### src/rtl/bsr_pkg.sv
package bsr_pkg;
   localparam int unsigned BSR_IR_W_DEF = 4;
   localparam logic [BSR_IR_W_DEF-1:0] BSR_OP_EXTEST = 4'b0000;
   localparam logic [BSR_IR_W_DEF-1:0] BSR_OP_SAMPLE = 4'b0001;
   localparam logic [BSR_IR_W_DEF-1:0] BSR_OP_INTEST = 4'b0010;

   typedef struct packed {
      logic cap;
      logic shf;
      logic upd;
   } bsr_strobe_t;
endpackage

### src/rtl/bsr_decode.sv
module bsr_decode
   import bsr_pkg::*;
#(
   parameter int unsigned IR_W = BSR_IR_W_DEF,
   parameter logic [IR_W-1:0] OP_EXTEST = IR_W'(BSR_OP_EXTEST),
   parameter logic [IR_W-1:0] OP_SAMPLE = IR_W'(BSR_OP_SAMPLE),
   parameter logic [IR_W-1:0] OP_INTEST = IR_W'(BSR_OP_INTEST),
   parameter bit HAS_INTEST = 1'b1
) (
   input  logic [IR_W-1:0] instr_i,
   input  logic            tlr_i,
   input  logic            capture_dr_i,
   input  logic            shift_dr_i,
   input  logic            update_dr_i,
   output logic            mode_o,
   output logic            sel_o,
   output bsr_strobe_t     strobe_o
);
   logic hit_ext, hit_smp, hit_int;

   assign hit_ext = (instr_i == OP_EXTEST);
   assign hit_smp = (instr_i == OP_SAMPLE);

   generate
      if (HAS_INTEST) begin : g_intest
         assign hit_int = (instr_i == OP_INTEST);
      end else begin : g_no_intest
         assign hit_int = 1'b0;
      end
   endgenerate

   always_comb begin
      sel_o        = (hit_ext | hit_smp | hit_int) & ~tlr_i;
      mode_o       = (hit_ext | hit_int) & ~tlr_i;
      strobe_o.cap = capture_dr_i & sel_o;
      strobe_o.shf = shift_dr_i & sel_o & ~capture_dr_i;
      strobe_o.upd = update_dr_i & sel_o;
   end
endmodule

### src/rtl/bsr_cell.sv
module bsr_cell (
   input  logic tck,
   input  logic tlr_i,
   input  logic cap_i,
   input  logic shf_i,
   input  logic upd_i,
   input  logic mode_i,
   input  logic si_i,
   input  logic pi_i,
   output logic so_o,
   output logic upd_q_o,
   output logic po_o
);
   logic stage_q;
   logic hold_q;

   always_ff @(posedge tck or posedge tlr_i) begin
      if (tlr_i)      stage_q <= 1'b0;
      else if (cap_i) stage_q <= pi_i;
      else if (shf_i) stage_q <= si_i;
   end

   always_ff @(negedge tck or posedge tlr_i) begin
      if (tlr_i)      hold_q <= 1'b0;
      else if (upd_i) hold_q <= stage_q;
   end

   assign so_o    = stage_q;
   assign upd_q_o = hold_q;
   assign po_o    = mode_i ? hold_q : pi_i;
endmodule

### src/rtl/bsr_chain.sv
module bsr_chain
   import bsr_pkg::*;
#(
   parameter int unsigned CHAIN_LEN = 8,
   parameter int unsigned IR_W = BSR_IR_W_DEF,
   parameter logic [IR_W-1:0] OP_EXTEST = IR_W'(BSR_OP_EXTEST),
   parameter logic [IR_W-1:0] OP_SAMPLE = IR_W'(BSR_OP_SAMPLE),
   parameter logic [IR_W-1:0] OP_INTEST = IR_W'(BSR_OP_INTEST),
   parameter bit HAS_INTEST = 1'b1
) (
   input  logic                 tck,
   input  logic                 tlr_i,
   input  logic                 capture_dr_i,
   input  logic                 shift_dr_i,
   input  logic                 update_dr_i,
   input  logic [IR_W-1:0]      instr_i,
   input  logic                 tdi_i,
   input  logic [CHAIN_LEN-1:0] pin_i,
   output logic [CHAIN_LEN-1:0] pin_o,
   output logic                 tdo_o
);
   localparam int unsigned MSB = CHAIN_LEN - 1;

   // elaboration-time parameter checks
   generate
      if (CHAIN_LEN < 2) begin : g_bad_len
         $error("bsr_chain: CHAIN_LEN must be at least 2");
      end
      if (IR_W < 2) begin : g_bad_irw
         $error("bsr_chain: IR_W must be at least 2");
      end
      if (OP_EXTEST == OP_SAMPLE || OP_EXTEST == OP_INTEST || OP_SAMPLE == OP_INTEST) begin : g_bad_ops
         $error("bsr_chain: instruction codes must be distinct");
      end
   endgenerate

   logic                 mode_w;
   logic                 sel_w;
   bsr_strobe_t          stb_w;
   logic [CHAIN_LEN-1:0] so_w;
   logic [CHAIN_LEN-1:0] si_w;
   logic [CHAIN_LEN-1:0] upd_w;

   bsr_decode #(
      .IR_W(IR_W), .OP_EXTEST(OP_EXTEST), .OP_SAMPLE(OP_SAMPLE),
      .OP_INTEST(OP_INTEST), .HAS_INTEST(HAS_INTEST)
   ) dec_i (
      .instr_i(instr_i), .tlr_i(tlr_i), .capture_dr_i(capture_dr_i),
      .shift_dr_i(shift_dr_i), .update_dr_i(update_dr_i),
      .mode_o(mode_w), .sel_o(sel_w), .strobe_o(stb_w)
   );

   genvar gi;
   generate
      for (gi = 0; gi < CHAIN_LEN; gi++) begin : g_cell
         if (gi == MSB) begin : g_head
            assign si_w[gi] = tdi_i;
         end else begin : g_body
            assign si_w[gi] = so_w[gi+1];
         end
         bsr_cell cell_i (
            .tck(tck), .tlr_i(tlr_i), .cap_i(stb_w.cap), .shf_i(stb_w.shf),
            .upd_i(stb_w.upd), .mode_i(mode_w), .si_i(si_w[gi]), .pi_i(pin_i[gi]),
            .so_o(so_w[gi]), .upd_q_o(upd_w[gi]), .po_o(pin_o[gi])
         );
      end
   endgenerate

   assign tdo_o = so_w[0];

   AST_CAPTURE_LOADS: assert property (@(posedge tck) disable iff (tlr_i)
      (capture_dr_i && sel_w) |=> (so_w == $past(pin_i)));
   AST_SHIFT_HEAD: assert property (@(posedge tck) disable iff (tlr_i)
      (shift_dr_i && !capture_dr_i && sel_w) |=> (so_w[MSB] == $past(tdi_i)));
   AST_SHIFT_TAIL: assert property (@(posedge tck) disable iff (tlr_i)
      (shift_dr_i && !capture_dr_i && sel_w) |=> (tdo_o == $past(so_w[1])));
   AST_LATCH_HOLD: assert property (@(posedge tck) disable iff (tlr_i)
      (!update_dr_i) |-> $stable(upd_w));
   AST_SAMPLE_PASS: assert property (@(posedge tck) disable iff (tlr_i)
      (instr_i == OP_SAMPLE) |-> (pin_o == pin_i));
   AST_UNSEL_FROZEN: assert property (@(posedge tck) disable iff (tlr_i)
      (!sel_w) |=> $stable(so_w));
endmodule

### config.mk
export PLATFORM = sky130hd
export DESIGN_NAME = bsr_chain
export DESIGN_NICKNAME = d
export VERILOG_FILES = /design/src/rtl/bsr_pkg.sv /design/src/rtl/bsr_decode.sv /design/src/rtl/bsr_cell.sv /design/src/rtl/bsr_chain.sv
export SDC_FILE = /design/constraint.sdc
export NUM_CORES = 1
export LEC_CHECK = 0
export BUFFER_PORTS_ARGS = -buffer_cell sky130_fd_sc_hd__buf_2
export CAP_MARGIN = 0
export CORE_MARGIN = 8
export CORE_UTILIZATION = 45
export DETAILED_ROUTE_END_ITERATION = 12
export PLACE_DENSITY = 0.71
export SLEW_MARGIN = 10
export SYNTH_ARGS = -nofsm -noshare
export SYNTH_HDL_FRONTEND = slang
export SYNTH_SLANG_ARGS = --single-unit
export TNS_END_PERCENT = 30
### constraint.sdc
create_clock -name tck -period 4.4 [get_ports tck]
set_input_delay 1.1 -clock tck [delete_from_list [all_inputs] [get_ports tck]]
set_output_delay 1.1 -clock tck [all_outputs]
set_load 0.01 [all_outputs]
==> impl_metrics.toml <==
[min_path]
hp-class = "flop to flop"

[power]
clkPwrFrac_pct = 19.2
p_sw_share_pct = 28.2
power.internal_uw = 280
ir_drop_uv = 213
power_frac_comb_pct = 23.8
p_per_area_nw_per_um2 = 371
power_uw = 391
leakage_nw = 0.487
seqPwrFrac_pct = 57.0
p_sw_uw = 110

[grt]
grt_pass1_wl_mm = 3.46
overflow = 0
grtUsageTotal_pct = 12.2
first_global_vias = 801
grt_max_degree = 14
antenna_found_initial = 0

[finish]
instances_no_fill = 123
insertedDiodeCount = 0
n_fill_cell = 184
layout_common_cells = "26 x buf_2, 16 x mux2_2, 8 x a22oi_1, 8 x dfrtp_1, 8 x dfrtn_1"
drive_gt1_share_pct = 55.2
final_util_pct = 54.8
fin_nets = 116
area_growth_pct = 18.0
layout_commonest_cell = "buf_2"

[routing]
firstDrtPassIters = 4
wirelength_mm = 1.96
ant_nets = 0
routedWlPerCell_um = 15.9
viasPerCell = 5.43
vias = 668
post-route-drc-count = 0
drt_iter0_drc = 16

[clocking]
cts-htree-levels = 1
cts_resized = 0
ctsRootBufferMaster = "clkbuf_4"
clockBufferDepth = 2
cts_made_buffers = 3
clk_latency_ps = 280
cts_tree = "yes"
path_clk_slew_ps = 60
post_cts_buffers = 0
cts_num_sinks = 16
cts_hold_buf = 0

[critical_path]
critPathMaxFanout = 2
cp.arrival_ps = 3240
crit_required_ps = 3300
worstSetupPathType = "flop to output port"
cp-end-kind = "output port"
cp-start-kind = "flop"

[place]
port_buffers = 26
dp_slack_ps = -71.0
place_congestion = 0.748
post-place-cells = 120

[logic_synthesis]
netlist.area_leader.share_pct = 22.4
synth_edf_count = 0
synthArstFlopShare_pct = 100
post-synth-top-area-cell = "dfrtn_1"
synth_area_leaders = "dfrtn_1 22%, dfrtp_1 22%, mux2_2 20%"
ys_seq_elements = 16
synth_nets = 89
yosys_warnings = 0
synthCells = 71
syn_area_per_cell_um2 = 12.6
ys_types = 18
netlist_area_um2 = 892
ys_seq_area_share_pct = 44.9
synth_ff_type = "dfrtp_1"

[floorplan]
coreArea_um2 = 1920
die_height_um = 60.5
rows = 16
start_util_pct = 46.4
ios = 27
dieArea_um2 = 3660
chipWidth_um = 60.5

[job]
max_cap_viol_count = 0

[sta]
relSlewSlack_pct = 59.2
worst_pin_slew_ps = 608
grt_setup_unrepaired = "no"
fin_ws_ps = 59.6
hold_violations = 0
fin_worst_skew_ps = 4.20
setup_viol = 0
finalMaxSlewViolations = 0

[run_status]
status = "completed"
==> power by group through the flow <==
stage,Sequential [mW],Combinational (mW),Clock (mW)
global placement,0.222,0.0907,0
global route,0.229,0.104,0.0826
detailed placement,0.226,0.0947,0
finish,0.223,0.0931,0.0751
floorplan,0.216,0.0691,0
CTS,0.223,0.0952,0.0774
==> final timing paths <==
check / startpoint / end / slack, ps / cells after the start
min reg2reg: g_cell[4].cell_i.upd_q_o / g_cell[4].cell_i.upd_q_o / 450 / 1
min in group asynchronous: tlr_i / g_cell[2].cell_i.so_o / 970 / 4
max reg2reg: g_cell[2].cell_i.so_o / g_cell[2].cell_i.upd_q_o / 1370 / 1
min: g_cell[4].cell_i.upd_q_o / g_cell[4].cell_i.upd_q_o / 450 / 1
max: g_cell[2].cell_i.upd_q_o / pin_o[2] / 60 / 2
max in group asynchronous: tlr_i / g_cell[1].cell_i.upd_q_o / 1190 / 4
==> worst max-delay path: stages, from the launching register on <==
cell	delay, ps
dfrtn_1	350
mux2_2	270
buf_2	140
==> flip-flops by register name, summed over array words and instances (netlist names) <==
register	cells
g_cell.cell_i.so_o	8
g_cell.cell_i.upd_q_o	8
==> logic make-up (layout without fill, tap and decap cells) <==
kind of cell / Yosys count / in the layout / share of synthesized area, %
buffers and inverters: 10 / 35 / 7.57
AOI/OAI and AO/OA: 17 / 17 / 17.5
DFF: 16 / 16 / 44.9
muxes: 16 / 16 / 20.2
and+or+nand+nor: 12 / 12 / 9.82
==> cell type report <==
type	instances	area (µm²)	area share, %
Clock buffer	3	22.5	2.14
Inverter	1	3.75	0.357
Timing Repair Buffer	31	168	15.9
Sequential cell	16	400	38.0
Tap cell	27	33.8	3.21
Multi-Input combinational cell	45	424	40.3
==> layer usage <==
| layer | GRT usage, % | wire [µm] |
|---|---|---|
| met3 | 2.54 | 136 |
| met5 | 0 | 0 |
| met1 | 15.0 | 866 |
| met4 | 2.99 | 0 |
| met2 | 21.2 | 958 |
==> metrics by stage <==
stage / setup TNS (ps) / area, µm² / hold WS [ps]
finish: 0 / 1050 / 452
global route: 0 / 1050 / 454
CTS: 0 / 1050 / 452
detailed placement: -495 / 1030 / 449
global placement: -232 / 1030 / 448
floorplan: 0 / 892 / 434
==> Yosys cell counts (2+ instances only) <==
master     instances
nand3_1            4
dfrtn_1            8
nand2_1            2
a22oi_1            8
and3b_1            2
dfrtp_1            8
mux2_2            16
o2bb2ai_1          6
buf_4              8
Note: power is estimated with default switching activity, not from simulation.
